--- src/rtl/nco_pkg.sv ---
package nco_pkg;
    localparam int unsigned WORD_W = 16;
    localparam int unsigned BYTE_W = WORD_W / 2;

    typedef enum logic {
        ST_STOPPED = 1'b0,
        ST_RUNNING = 1'b1
    } run_state_e;
endpackage

--- src/rtl/nco_word_stage.sv ---
module nco_word_stage #(
    parameter int unsigned WORD_W = 16,
    localparam int unsigned BYTE_W = WORD_W / 2
) (
    input  logic              clk,
    input  logic              rst_n,
    input  logic [BYTE_W-1:0] wr_data,
    input  logic              wr_hi,
    input  logic              wr_lo,
    output logic [WORD_W-1:0] word_q
);
    logic [BYTE_W-1:0] hi_stage_q;

    // Staging register for the upper half; no effect on the live word.
    always_ff @(posedge clk) begin
        if (!rst_n) begin
            hi_stage_q <= '0;
        end else if (wr_hi) begin
            hi_stage_q <= wr_data;
        end
    end

    // The low-half write is the commit point for the whole word.
    always_ff @(posedge clk) begin
        if (!rst_n) begin
            word_q <= '0;
        end else if (wr_lo) begin
            word_q <= {hi_stage_q, wr_data};
        end
    end

    // without a low-half write the live word cannot move
    p_word_hold_r2: assert property (@(posedge clk) disable iff (!rst_n)
        !wr_lo |=> $stable(word_q));

    // after a commit, the low half equals the byte that was presented
    p_commit_low_r3: assert property (@(posedge clk) disable iff (!rst_n)
        wr_lo |=> word_q[BYTE_W-1:0] == $past(wr_data));
endmodule

--- src/rtl/nco_step_map.sv ---
module nco_step_map #(
    parameter int unsigned WORD_W = 16
) (
    input  logic [WORD_W-1:0] word_i,
    output logic [WORD_W-1:0] step_o
);
    localparam logic [WORD_W-1:0] HALF = WORD_W'(1) << (WORD_W - 1);

    // Words in the upper half of the range are read as a negative value
    // and folded back to their magnitude.
    always_comb begin
        if (word_i[WORD_W-1]) begin
            step_o = (~word_i) + WORD_W'(1);
        end else begin
            step_o = word_i;
        end
    end

    // the folded step never exceeds half the phase circle
    always_comb begin
        a_step_bound_r4: assert (step_o <= HALF);
    end
endmodule

--- src/rtl/nco_phase_core.sv ---
module nco_phase_core
    import nco_pkg::*;
#(
    parameter int unsigned WORD_W = 16
) (
    input  logic              clk,
    input  logic              rst_n,
    input  logic              run_en,
    input  logic [WORD_W-1:0] step_i,
    output logic              sq_out,
    output logic              tick_out
);
    run_state_e        state_q, state_d;
    logic [WORD_W-1:0] acc_q, acc_d;
    logic              tick_q;

    // Next-state logic: START and HALT transitions.
    always_comb begin
        state_d = state_q;
        unique case (state_q)
            ST_STOPPED: if (run_en)  state_d = ST_RUNNING; // START
            ST_RUNNING: if (!run_en) state_d = ST_STOPPED; // HALT
            default:                 state_d = ST_STOPPED;
        endcase
    end

    // State register.
    always_ff @(posedge clk) begin
        if (!rst_n) begin
            state_q <= ST_STOPPED;
        end else begin
            state_q <= state_d;
        end
    end

    // Accumulator next value by state.
    always_comb begin
        acc_d = '0;
        unique case (state_q)
            ST_STOPPED: acc_d = '0;
            ST_RUNNING: acc_d = run_en ? (acc_q + step_i) : '0;
            default:    acc_d = '0;
        endcase
    end

    // Output process: accumulator and rising-edge tick.
    always_ff @(posedge clk) begin
        if (!rst_n) begin
            acc_q  <= '0;
            tick_q <= 1'b0;
        end else begin
            acc_q  <= acc_d;
            tick_q <= acc_d[WORD_W-1] & ~acc_q[WORD_W-1];
        end
    end

    assign sq_out   = acc_q[WORD_W-1];
    assign tick_out = tick_q;

    // while running, the phase advances by exactly the step
    p_acc_advance_r5: assert property (@(posedge clk) disable iff (!rst_n)
        (state_q == ST_RUNNING && run_en) |=> acc_q == $past(acc_q) + $past(step_i));

    // a tick only accompanies a fresh rise of the square wave
    p_tick_on_rise_r6: assert property (@(posedge clk) disable iff (!rst_n)
        tick_out |-> (sq_out && !$past(sq_out)));

    // a low enable clears the phase and suppresses ticks
    p_stop_clears_r7: assert property (@(posedge clk) disable iff (!rst_n)
        !run_en |=> (acc_q == '0 && !tick_out && state_q == ST_STOPPED));

    // the START edge never adds a step
    p_start_from_zero_r7: assert property (@(posedge clk) disable iff (!rst_n)
        (state_q == ST_STOPPED) |=> acc_q == '0);
endmodule

--- src/rtl/nco_rategen.sv ---
module nco_rategen
    import nco_pkg::*;
(
    input  logic              clk,
    input  logic              rst_n,
    input  logic [BYTE_W-1:0] wr_data,
    input  logic              wr_hi,
    input  logic              wr_lo,
    input  logic              run_en,
    output logic              sq_out,
    output logic              tick_out
);
    logic [WORD_W-1:0] word_w;
    logic [WORD_W-1:0] step_w;

    nco_word_stage #(.WORD_W(WORD_W)) u_stage (
        .clk     (clk),
        .rst_n   (rst_n),
        .wr_data (wr_data),
        .wr_hi   (wr_hi),
        .wr_lo   (wr_lo),
        .word_q  (word_w)
    );

    nco_step_map #(.WORD_W(WORD_W)) u_map (
        .word_i (word_w),
        .step_o (step_w)
    );

    nco_phase_core #(.WORD_W(WORD_W)) u_core (
        .clk      (clk),
        .rst_n    (rst_n),
        .run_en   (run_en),
        .step_i   (step_w),
        .sq_out   (sq_out),
        .tick_out (tick_out)
    );

    // outputs are quiet while reset is held
    p_reset_quiet_r1: assert property (@(posedge clk)
        !rst_n |=> (!sq_out && !tick_out));
endmodule

--- config.mk ---
export PLATFORM = sky130hd
export DESIGN_NAME = nco_rategen
export DESIGN_NICKNAME = d
export VERILOG_FILES = /design/src/rtl/nco_pkg.sv /design/src/rtl/nco_word_stage.sv /design/src/rtl/nco_step_map.sv /design/src/rtl/nco_phase_core.sv /design/src/rtl/nco_rategen.sv
export SDC_FILE = /design/constraint.sdc
export NUM_CORES = 1
export LEC_CHECK = 0
export BUFFER_PORTS_ARGS = -buffer_cell sky130_fd_sc_hd__buf_2
export CORE_MARGIN = 10
export CORE_UTILIZATION = 60
export DETAILED_ROUTE_END_ITERATION = 10
export PLACE_DENSITY = 0.79
export SYNTH_ARGS = -nofsm -noshare
export SYNTH_HDL_FRONTEND = slang
export SYNTH_SLANG_ARGS = --single-unit
export TNS_END_PERCENT = 100
--- constraint.sdc ---
create_clock -name clk -period 3.6 [get_ports clk]
set_input_delay 0.36 -clock clk [delete_from_list [all_inputs] [get_ports clk]]
set_output_delay 0.36 -clock clk [all_outputs]
set_load 0.05 [all_outputs]
==> results.txt <==
Yosys reg bits -> 42
Hold_ws -> 328 ps
CP required -> 3780 ps
GRT Resource Usage Total -> 0.127
Initial antenna violation count -> 0
Post-CTS setup buffers -> 0
CP Max Fanout -> 6
Final net count -> 290
Sequential fraction of the synthesis area -> 0.354
1st-pass router iterations -> 4
Die Y-Extent -> 82.9 um
Max-slew violations -> 0
Share of cells above drive strength 1 -> 0.135
Setup repair after global routing missed its margin -> false
TritonCTS clock tree -> yes
IO Port Bufs -> 14
Hold Crit Class -> in -> reg
Total negative slack -> 0 ps
Resized cells post-CTS -> 0
Final ANT Viol Nets -> 0
# hold bufs at CTS -> 0
Iteration-0 DRC Markers -> 88
Vias in the first global route -> 1615
# diodes -> 0
FP Rows -> 22
Routability cong. -> 0.966
Setup crit end kind -> flip-flop
Post-synth top area share -> 0.354
Commonest non-fill, non-tap cell in the layout -> dfxtp_1
Power Dens Cells -> 357 nW/um2
Worst-Margin Slew -> 475 ps
Die area -> 6880 um2
CTS clock-pin slew for the worst setup and hold paths -> 80 ps
Mapped Area -> 2380 um2
Fin crit period -> 3290 ps
Top Ports -> 15
Final setup fails -> 0
Max clock buf depth -> 2
Drc violations -> 0
DIE WIDTH -> 82.9 um
FILL cells -> 330
Max Freq -> 304 MHz
Hold Vio Cnt, Final -> 0
Max Cap Viol -> 0
CTS Buf Count -> 5
WL/cell -> 14.1 um
CTS H-tree lvls -> 2
Pin count of the biggest net entering global routing -> 27
Synth unique cells -> 42
WS Path Type -> reg -> reg
Synth area leader -> dfxtp_1
Synth area leaders -> dfxtp_1 (35%), mux2i_1 (11%), ha_1 (9.0%)
Synth warn -> 0
First-pass GRT wire length -> 7.51 mm
Syn_nets -> 275
Total grt overflow -> 0
Clk sink count -> 42
Most frequent cells in the layout -> dfxtp_1 (42), mux2i_1 (25), nor2b_1 (24)
Clock skew -> 6.77 ps
Slew margin rel. -> 0.683
Leakage -> 1.14 nW
Period utilisation layout -> 0.913
Routed vias/inst -> 5.45
Dpl hpwl -> 3.33 mm
Status -> completed
Crit path DAT -> 3460 ps
Mapped Cells -> 244
Total Routed Length -> 4.35 mm
CP Launch Type -> flip-flop
Clk Latency, worst-skew pair -> 280 ps
Core Area -> 3740 um2
Vias -> 1679
VDD IR max -> 0.000296 V
Initial Util -> 0.635
Syn Area/Cell -> 9.74 um2
R2R Setup Slk -> 310 ps
Root buf cell -> clkbuf_8
Area Growth Syn to Fin -> 8.32%
## final cells by class
| cell class | count | area [um2] | share of cell area |
|---|---|---|---|
| Clock buffer | 6 | 72.6 | 0.0282 |
| Clock inverter | 2 | 13.8 | 0.00535 |
| Inverter | 6 | 22.5 | 0.00875 |
| Multi-Input combinational cell | 189 | 1490 | 0.578 |
| Sequential cell | 42 | 841 | 0.327 |
| Tap cell | 48 | 60.1 | 0.0233 |
| Timing Repair Buffer | 15 | 77.6 | 0.0301 |
## through the flow
step / instances / area [um2] / total power [mW] / setup slack [ps] / util
detailed placement: 300 / 2490 / 0.634 / 361 / 0.664
CTS: 308 / 2570 / 0.930 / 328 / 0.688
global route: 308 / 2570 / 0.966 / 17.5 / 0.688
floorplan: 244 / 2380 / 0.605 / 548 / -
global placement: 300 / 2490 / 0.631 / 420 / 0.664
finish: 308 / 2570 / 0.920 / 315 / 0.688
## routing by layer
| layer | up-vias | GRT usage | wire length [um] |
|---|---|---|---|
| li1 | 890 | - | - |
| met1 | 770 | 0.166 | 2270 |
| met2 | 15 | 0.195 | 1940 |
| met3 | 4 | 0.0244 | 70 |
| met4 | 0 | 0.0554 | 70 |
| met5 | - | 0 | 0 |
## worst max-delay path, stage by stage (launching register included)
cell	delay, ps
dfxtp_1	370
or4_4	550
nor2_2	140
nand2_1	120
o41ai_1	310
xnor2_1	200
ha_1	310
a21oi_1	220
o21a_1	190
o21ba_2	170
o41ai_4	90
xor3_1	350
and2_1	160
## power breakdown
group	internal, mW	switching (mW)	leakage, nW
Combinational	0.0587	0.0696	0.748
Clock	0.137	0.159	0.0452
Sequential	0.480	0.0153	0.343
## logic make-up after synthesis
| group | count (synthesis) | synth area share |
|---|---|---|
| adder cells (fa/ha/maj) | 18 | 0.0979 |
| AO/OA/AOI/OAI | 51 | 0.156 |
| flip-flops | 42 | 0.354 |
| XOR/XNOR | 26 | 0.102 |
| buffers and inverters | 13 | 0.0205 |
| multiplexers | 25 | 0.105 |
| AND/OR/NAND/NOR | 69 | 0.164 |
## path summary, 6_finish.rpt
check | start | to | cells after the start
worst max-delay path | u_stage.word_q[2]$_SDFFE_PN0P_ | u_core.acc_q[15]$_SDFF_PN0_ | 12
worst min-delay path | run_en | u_core.state_q$_SDFF_PN0_ | 2
worst max register to register | u_stage.word_q[2]$_SDFFE_PN0P_ | u_core.acc_q[15]$_SDFF_PN0_ | 12
worst min register to register | u_core.acc_q[15]$_SDFF_PN0_ | u_core.tick_out$_SDFF_PN0_ | 1
## sequential cells by signal, indices dropped and copies added, names as in the netlist
name	flops
u_core.tick_out	1
u_core.acc_q	16
u_stage.word_q	16
u_core.state_q	1
u_stage.hi_stage_q	8
## cells in the mapped netlist (all sizes together)
library cell   n
o211ai         1
nand3          1
and2           4
mux2i         25
xor3           1
nor3           2
xnor2         21
a211oi         3
clkbuf         7
a211o          1
o21bai         2
fa             1
a31o           2
a21oi         13
or3            1
nand2         15
a21o           3
o31ai          5
nor2          13
and3           2
o21ba          1
nor4           2
a31oi          2
o21a           3
o22ai          1
nand2b         2
o41ai          2
inv            6
or4            1
xor2           4
a21boi         1
nand4          2
o21ai         11
dfxtp         42
ha            17
nor2b         24
Power figures use the tool's default switching activity.
